**config.mk**
```make
export PLATFORM = sky130hd
export DESIGN_NAME = dec_fault_ctl
export DESIGN_NICKNAME = d
export VERILOG_FILES = /design/src/rtl/dfc_pkg.sv /design/src/rtl/dfc_flags.sv /design/src/rtl/dfc_seq.sv /design/src/rtl/dfc_flush_gate.sv /design/src/rtl/dec_fault_ctl.sv
export SDC_FILE = /design/constraint.sdc
export NUM_CORES = 1
export LEC_CHECK = 0
export ABC_AREA = 1
export BUFFER_PORTS_ARGS = -buffer_cell sky130_fd_sc_hd__buf_4
export CAP_MARGIN = 20
export CORE_AREA = 3 3 48 50
export CTS_CLUSTER_SIZE = 14
export DETAILED_ROUTE_END_ITERATION = 10
export DIE_AREA = 0 0 51 53
export RECOVER_POWER = 100
export SYNTH_ARGS = -nofsm -noshare
export SYNTH_HDL_FRONTEND = slang
export SYNTH_SLANG_ARGS = --single-unit
```
**constraint.sdc**
```tcl
create_clock -name clk -period 1.1 [get_ports clk]
set_input_delay 0.165 -clock clk [delete_from_list [all_inputs] [get_ports clk]]
set_output_delay 0.165 -clock clk [all_outputs]
set_load 0.005 [all_outputs]
```
**src/rtl/dfc_pkg.sv**
```systemverilog
package dfc_pkg;
  localparam int NFLAG   = 5;
  localparam int FLG_SC  = 0;
  localparam int FLG_BSE = 1;
  localparam int FLG_RLO = 2;
  localparam int FLG_IND = 3;
  localparam int FLG_RDY = 4;
  localparam logic [NFLAG-1:0] ERR_MASK = (NFLAG'(1) << FLG_BSE) | (NFLAG'(1) << FLG_RLO);

  typedef enum logic [1:0] {
    ST_IDLE        = 2'd0,
    ST_DRAIN_TXN   = 2'd1,
    ST_FLUSH_OUT   = 2'd2,
    ST_READY_RESET = 2'd3
  } rec_state_t;
endpackage

```
**src/rtl/dfc_flags.sv**
```systemverilog
module dfc_flags import dfc_pkg::*; #(
  parameter int RL_W = 8
) (
  input  logic             clk,
  input  logic             rst,
  input  logic             sw_reset,
  input  logic             ev_sc,
  input  logic             ev_mb_last,
  input  logic [RL_W-1:0]  rl_code,
  input  logic             ev_in_done,
  input  logic             rdy_set,
  input  logic             wr_clr,
  input  logic [NFLAG-1:0] clr_mask,
  input  logic             wr_ie,
  input  logic [NFLAG-1:0] ie_wdata,
  output logic [NFLAG-1:0] flags,
  output logic [NFLAG-1:0] ie,
  output logic             err_any,
  output logic             irq
);
  localparam logic [RL_W-1:0] RL_TERM = {RL_W{1'b1}};

  logic [NFLAG-1:0] set_v;
  logic [NFLAG-1:0] clr_v;

  always_comb begin
    set_v = '0;
    set_v[FLG_SC]  = ev_sc;
    set_v[FLG_BSE] = ev_sc;
    set_v[FLG_RLO] = ev_mb_last && (rl_code != RL_TERM);
    set_v[FLG_IND] = ev_in_done;
    set_v[FLG_RDY] = rdy_set;
    clr_v = wr_clr ? clr_mask : '0;
  end

  for (genvar g = 0; g < NFLAG; g++) begin : g_bit
    always_ff @(posedge clk) begin
      if (rst || sw_reset) flags[g] <= 1'b0;
      else if (set_v[g])   flags[g] <= 1'b1;
      else if (clr_v[g])   flags[g] <= 1'b0;
    end
  end

  always_ff @(posedge clk) begin
    if (rst)        ie <= '0;
    else if (wr_ie) ie <= ie_wdata;
  end

  assign err_any = |(flags & ERR_MASK);
  assign irq     = |(flags & ie);


  sc_sets_chk: assert property (@(posedge clk) disable iff (rst)
    (ev_sc && !sw_reset) |=> (flags[FLG_SC] && flags[FLG_BSE]));

  flag_sticky_chk: assert property (@(posedge clk) disable iff (rst)
    (flags[FLG_BSE] && !sw_reset && !(wr_clr && clr_mask[FLG_BSE])) |=> flags[FLG_BSE]);

  rl_term_chk: assert property (@(posedge clk) disable iff (rst)
    (!flags[FLG_RLO] && ev_mb_last && rl_code == RL_TERM) |=> !flags[FLG_RLO]);
endmodule

```
**src/rtl/dfc_seq.sv**
```systemverilog
module dfc_seq import dfc_pkg::*; (
  input  logic clk,
  input  logic rst,
  input  logic sw_reset,
  input  logic err_any,
  input  logic txn_busy,
  input  logic flush_done,
  output logic halt_new,
  output logic flush_req,
  output logic rdy_reset,
  output logic rdy_set
);
  rec_state_t st, st_nx;

  always_comb begin
    st_nx = st;
    unique case (st)
      ST_IDLE:        if (err_any)     st_nx = ST_DRAIN_TXN;
      ST_DRAIN_TXN:   if (!txn_busy)   st_nx = ST_FLUSH_OUT;
      ST_FLUSH_OUT:   if (flush_done)  st_nx = ST_READY_RESET;
      ST_READY_RESET: st_nx = ST_READY_RESET;
      default:        st_nx = ST_IDLE;
    endcase
  end

  always_ff @(posedge clk) begin
    if (rst || sw_reset) st <= ST_IDLE;
    else                 st <= st_nx;
  end

  assign halt_new  = (st != ST_IDLE);
  assign flush_req = (st == ST_FLUSH_OUT);
  assign rdy_reset = (st == ST_READY_RESET);
  assign rdy_set   = (st == ST_FLUSH_OUT) && flush_done && !sw_reset;


  err_drain_chk: assert property (@(posedge clk) disable iff (rst)
    (err_any && !halt_new && !sw_reset) |=> halt_new);

  no_busy_flush_chk: assert property (@(posedge clk) disable iff (rst)
    (halt_new && !flush_req && !rdy_reset && !sw_reset && txn_busy) |=> !flush_req);

  rdy_after_drain_chk: assert property (@(posedge clk) disable iff (rst)
    (!rdy_reset && !(flush_req && flush_done)) |=> !rdy_reset);

  sw_idle_chk: assert property (@(posedge clk) disable iff (rst)
    sw_reset |=> (!halt_new && !rdy_reset));
endmodule

```
**src/rtl/dfc_flush_gate.sv**
```systemverilog
module dfc_flush_gate import dfc_pkg::*; (
  input  logic             clk,
  input  logic             rst,
  input  logic             sw_reset,
  input  logic             flush_cmd,
  input  logic             in_done_mode,
  input  logic [NFLAG-1:0] flags,
  input  logic [NFLAG-1:0] ie,
  output logic             flush_ack
);
  logic stop_ok;

  assign stop_ok = in_done_mode ? (flags[FLG_IND] && ie[FLG_IND])
                                : (flags[FLG_SC]  && ie[FLG_SC]);

  always_ff @(posedge clk) begin
    if (rst) flush_ack <= 1'b0;
    else     flush_ack <= flush_cmd && stop_ok && !sw_reset;
  end


  ack_needs_cmd_chk: assert property (@(posedge clk) disable iff (rst)
    (!flush_cmd) |=> !flush_ack);
endmodule

```
**src/rtl/dec_fault_ctl.sv**
```systemverilog
module dec_fault_ctl import dfc_pkg::*; #(
  parameter int RL_W = 8
) (
  input  logic            clk,
  input  logic            rst,
  input  logic            sw_reset,
  input  logic            ev_start_code,
  input  logic            ev_mb_last,
  input  logic [RL_W-1:0] rl_code,
  input  logic            ev_in_done,
  input  logic            in_done_mode,
  input  logic            wr_clr,
  input  logic [4:0]      clr_mask,
  input  logic            wr_ie,
  input  logic [4:0]      ie_wdata,
  input  logic            txn_busy,
  input  logic            flush_done,
  input  logic            flush_cmd,
  output logic [4:0]      status,
  output logic            err_any,
  output logic            irq,
  output logic            halt_new,
  output logic            flush_req,
  output logic            rdy_reset,
  output logic            flush_ack,
  output logic            sc_hold
);
  logic [NFLAG-1:0] flags_w;
  logic [NFLAG-1:0] ie_w;
  logic             rdy_set_w;

  dfc_flags #(.RL_W(RL_W)) flags_i (
    .clk(clk), .rst(rst), .sw_reset(sw_reset),
    .ev_sc(ev_start_code), .ev_mb_last(ev_mb_last), .rl_code(rl_code),
    .ev_in_done(ev_in_done), .rdy_set(rdy_set_w),
    .wr_clr(wr_clr), .clr_mask(clr_mask), .wr_ie(wr_ie), .ie_wdata(ie_wdata),
    .flags(flags_w), .ie(ie_w), .err_any(err_any), .irq(irq)
  );

  dfc_seq seq_i (
    .clk(clk), .rst(rst), .sw_reset(sw_reset), .err_any(err_any),
    .txn_busy(txn_busy), .flush_done(flush_done),
    .halt_new(halt_new), .flush_req(flush_req), .rdy_reset(rdy_reset),
    .rdy_set(rdy_set_w)
  );

  dfc_flush_gate gate_i (
    .clk(clk), .rst(rst), .sw_reset(sw_reset), .flush_cmd(flush_cmd),
    .in_done_mode(in_done_mode), .flags(flags_w), .ie(ie_w),
    .flush_ack(flush_ack)
  );

  assign status  = flags_w;
  assign sc_hold = flags_w[FLG_SC];


  rdy_flag_chk: assert property (@(posedge clk) disable iff (rst)
    $rose(rdy_reset) |-> status[FLG_RDY]);
endmodule

```
==> impl_metrics.tcl <==
set metrics [dict create \
    clock-sinks 13 \
    fmaxAchievable_mhz 845.9 \
    relSlewSlack_pct 86.63 \
    seq_area_frac_synth_pct 44.83 \
    post-route-min-period_ns 1.182 \
    drive_gt1_share_pct 52.99 \
    io_pins 42 \
    synth_area_leaders "dfxtp_1 45%, nand2_1 16%, nor2_1 10%, a21oi_1 6.0%, o21ai_0 4.3%" \
    hold_viol 0 \
    clkSlewWorstSetupHoldPaths_ns 0.08 \
    drv_slew 0 \
    syn_nets 114 \
    required_ns 0.94 \
    crit_fanout 2 \
    initial_core_util_pct 29.90 \
    setup_ws_ns -0.08222 \
    die_y_microns 53 \
    antenna_found_initial 0 \
    num_vias 700 \
    ant_nets 0 \
    hold_path.class "in2reg" \
    nNetsFinal 165 \
    instances_no_fill 161 \
    critPathCaptureType "primary output" \
    synth.avg_cell_area_sq_um 6.911 \
    maxCapViolations 0 \
    hpwl_microns 1364 \
    cp.arrival_ns 1.02 \
    synth.largest_area_cell "dfxtp_1" \
    p_total_w 0.001010 \
    wl_per_cell_microns 10.69 \
    clockBufferDepth 2 \
    status "finished with violations" \
    p_per_area_mw_per_mm2 977.5 \
    drtPass1Iterations 4 \
    setup_viol 2 \
    port_buffers 41 \
    violations "setup timing" \
    area_growth_pct 78.02 \
    leakage_nw 0.5164 \
    finalWirelength_microns 1721 \
    hold_depth 2 \
    cts_tree "built" \
    synth_top_area_share_pct 44.83 \
    skew_ns 0.005941 \
    insertion_delay_ns 0.27 \
    ys_seq_elements 13 \
    grt_use_total_pct 14.10 \
    place_congestion 0.7205 \
    yosys_warnings 0 \
    num-fill-cells 196 \
    rsz0062_at_grt "yes" \
    hold_slack_ns 0.06582 \
    grt_max_degree 8 \
    cts_buffers 3 \
    grt_pass1_wl_microns 2856 \
    syn_area_sq_um 580.6 \
    cp-start-kind "flip-flop" \
    grt_pass1_vias 709 \
    n_antenna_cell 0 \
    synth.distinct_cells 16 \
    core-area_sq_mm 0.001942 \
    path_class "reg2out" \
    ir_drop_v 0.0006995 \
    overflow 0 \
    dp_worst_setup_slack_ns 0.1559 \
    tightest_slew_ns 0.2003 \
    worstRegToRegCells 5 \
    syn_inst 84 \
    rows 16 \
    first_iter_violations 7 \
    drc 0 \
    dieArea_sq_mm 0.002703 \
    chipWidth_microns 51 \
    routed_via_density 4.348 \
    dp_cells 151 \
    clock_tree.root_cell "clkbuf_4" \
    fin_crit_sh_pct 107.5 \
    htree_levels 1 \
]
[cells in the mapped netlist, drive strengths merged]
cell and instances:
nand2 26, o21ai 7, dfxtp 13, nor2 17, inv 8, buf 1
nand3 2, a21oi 8, a211oi 1, or2 1
[power by group]
| group | switching [W] | leakage (nW) | internal, W |
|---|---|---|---|
| logic | 0.0000796 | 0.391 | 0.000129 |
| clock network | 0.000153 | 0.0150 | 0.000140 |
| registers | 0.0000166 | 0.110 | 0.000492 |
[placed cells by master, fill, tap and decap left out]
cell type,instances
nand2_4,2
inv_2,1
nor2_1,16
nor2_2,1
clkbuf_4,3
clkbuf_1,1
a21oi_2,2
dfxtp_4,2
inv_4,2
dfxtp_1,6
buf_6,2
inv_1,5
a211oi_2,1
o21ai_2,1
buf_4,45
a21oi_1,6
o21ai_0,5
nand2_1,21
or2_4,1
o21ai_1,1
nand3_1,2
dfxtp_2,5
nand2_2,3
[critical path, stage by stage (launching register included)]
cell and delay [ns]:
dfxtp_2 0.33, nand2_2 0.06, nand2_2 0.05, a21oi_2 0.09
nand3_1 0.07, buf_4 0.14
[state kept, by name (all words and copies together) (netlist names)]
name	count
flags_i.flags	5
gate_i.flush_ack	1
seq_i.st	2
flags_i.ie	5
[final timing paths]
path	slack [ns]	from	to
min reg2reg	0.48	flags_i.flags[4]	flags_i.flags[4]
max	-0.08	flags_i.flags[0]	irq
max reg2reg	0.17	seq_i.st[0]	seq_i.st[0]
min	0.07	in_done_mode	gate_i.flush_ack
[cell families after synthesis]
group	share of synthesized area (%)
AOI/OAI and AO/OA	16.38
DFF	44.83
buffers and inverters	6.466
and+or+nand+nor	32.33
[metal layers]
| metal | share of wire [%] | track usage, % | up-vias |
|---|---|---|---|
| met5 | 0 | 0 | - |
| met4 | 0.52 | 4.036 | 0 |
| met3 | 7.6 | 4.789 | 2 |
| met2 | 56 | 26.39 | 26 |
| met1 | 36 | 14.80 | 309 |
| li1 | - | - | 363 |
[metrics by stage]
stage,setup TNS (ns),util (%),area [sq um]
final,-0.1313,53.22,1033
after floorplan,0,-,580.6
after global routing,-0.2462,53.22,1033
after global placement,0,47.10,914.6
after CTS,-0.1512,51.16,993.5
after detailed placement,0,47.10,914.6
[repair_timing]
item / 4_1_cts / 5_1_grt
cloned: 0 / 0
hold buffers: 0 / 0
endpoints found under the setup margin: 4 / 4
gates resized for setup: 8 / 11
pin swaps: 1 / 2
setup buffers: 5 / 1
[area by class of cell]
cell class	instances	area [sq um]	area share, %
Sequential cell	13	274.0	26.51
Tap cell	27	33.78	3.269
Timing Repair Buffer	47	360.3	34.87
Multi-Input combinational cell	62	304.0	29.42
Inverter	8	35.03	3.390
Clock buffer	4	26.28	2.542
No activity file was read; power rests on OpenSTA's default activity.
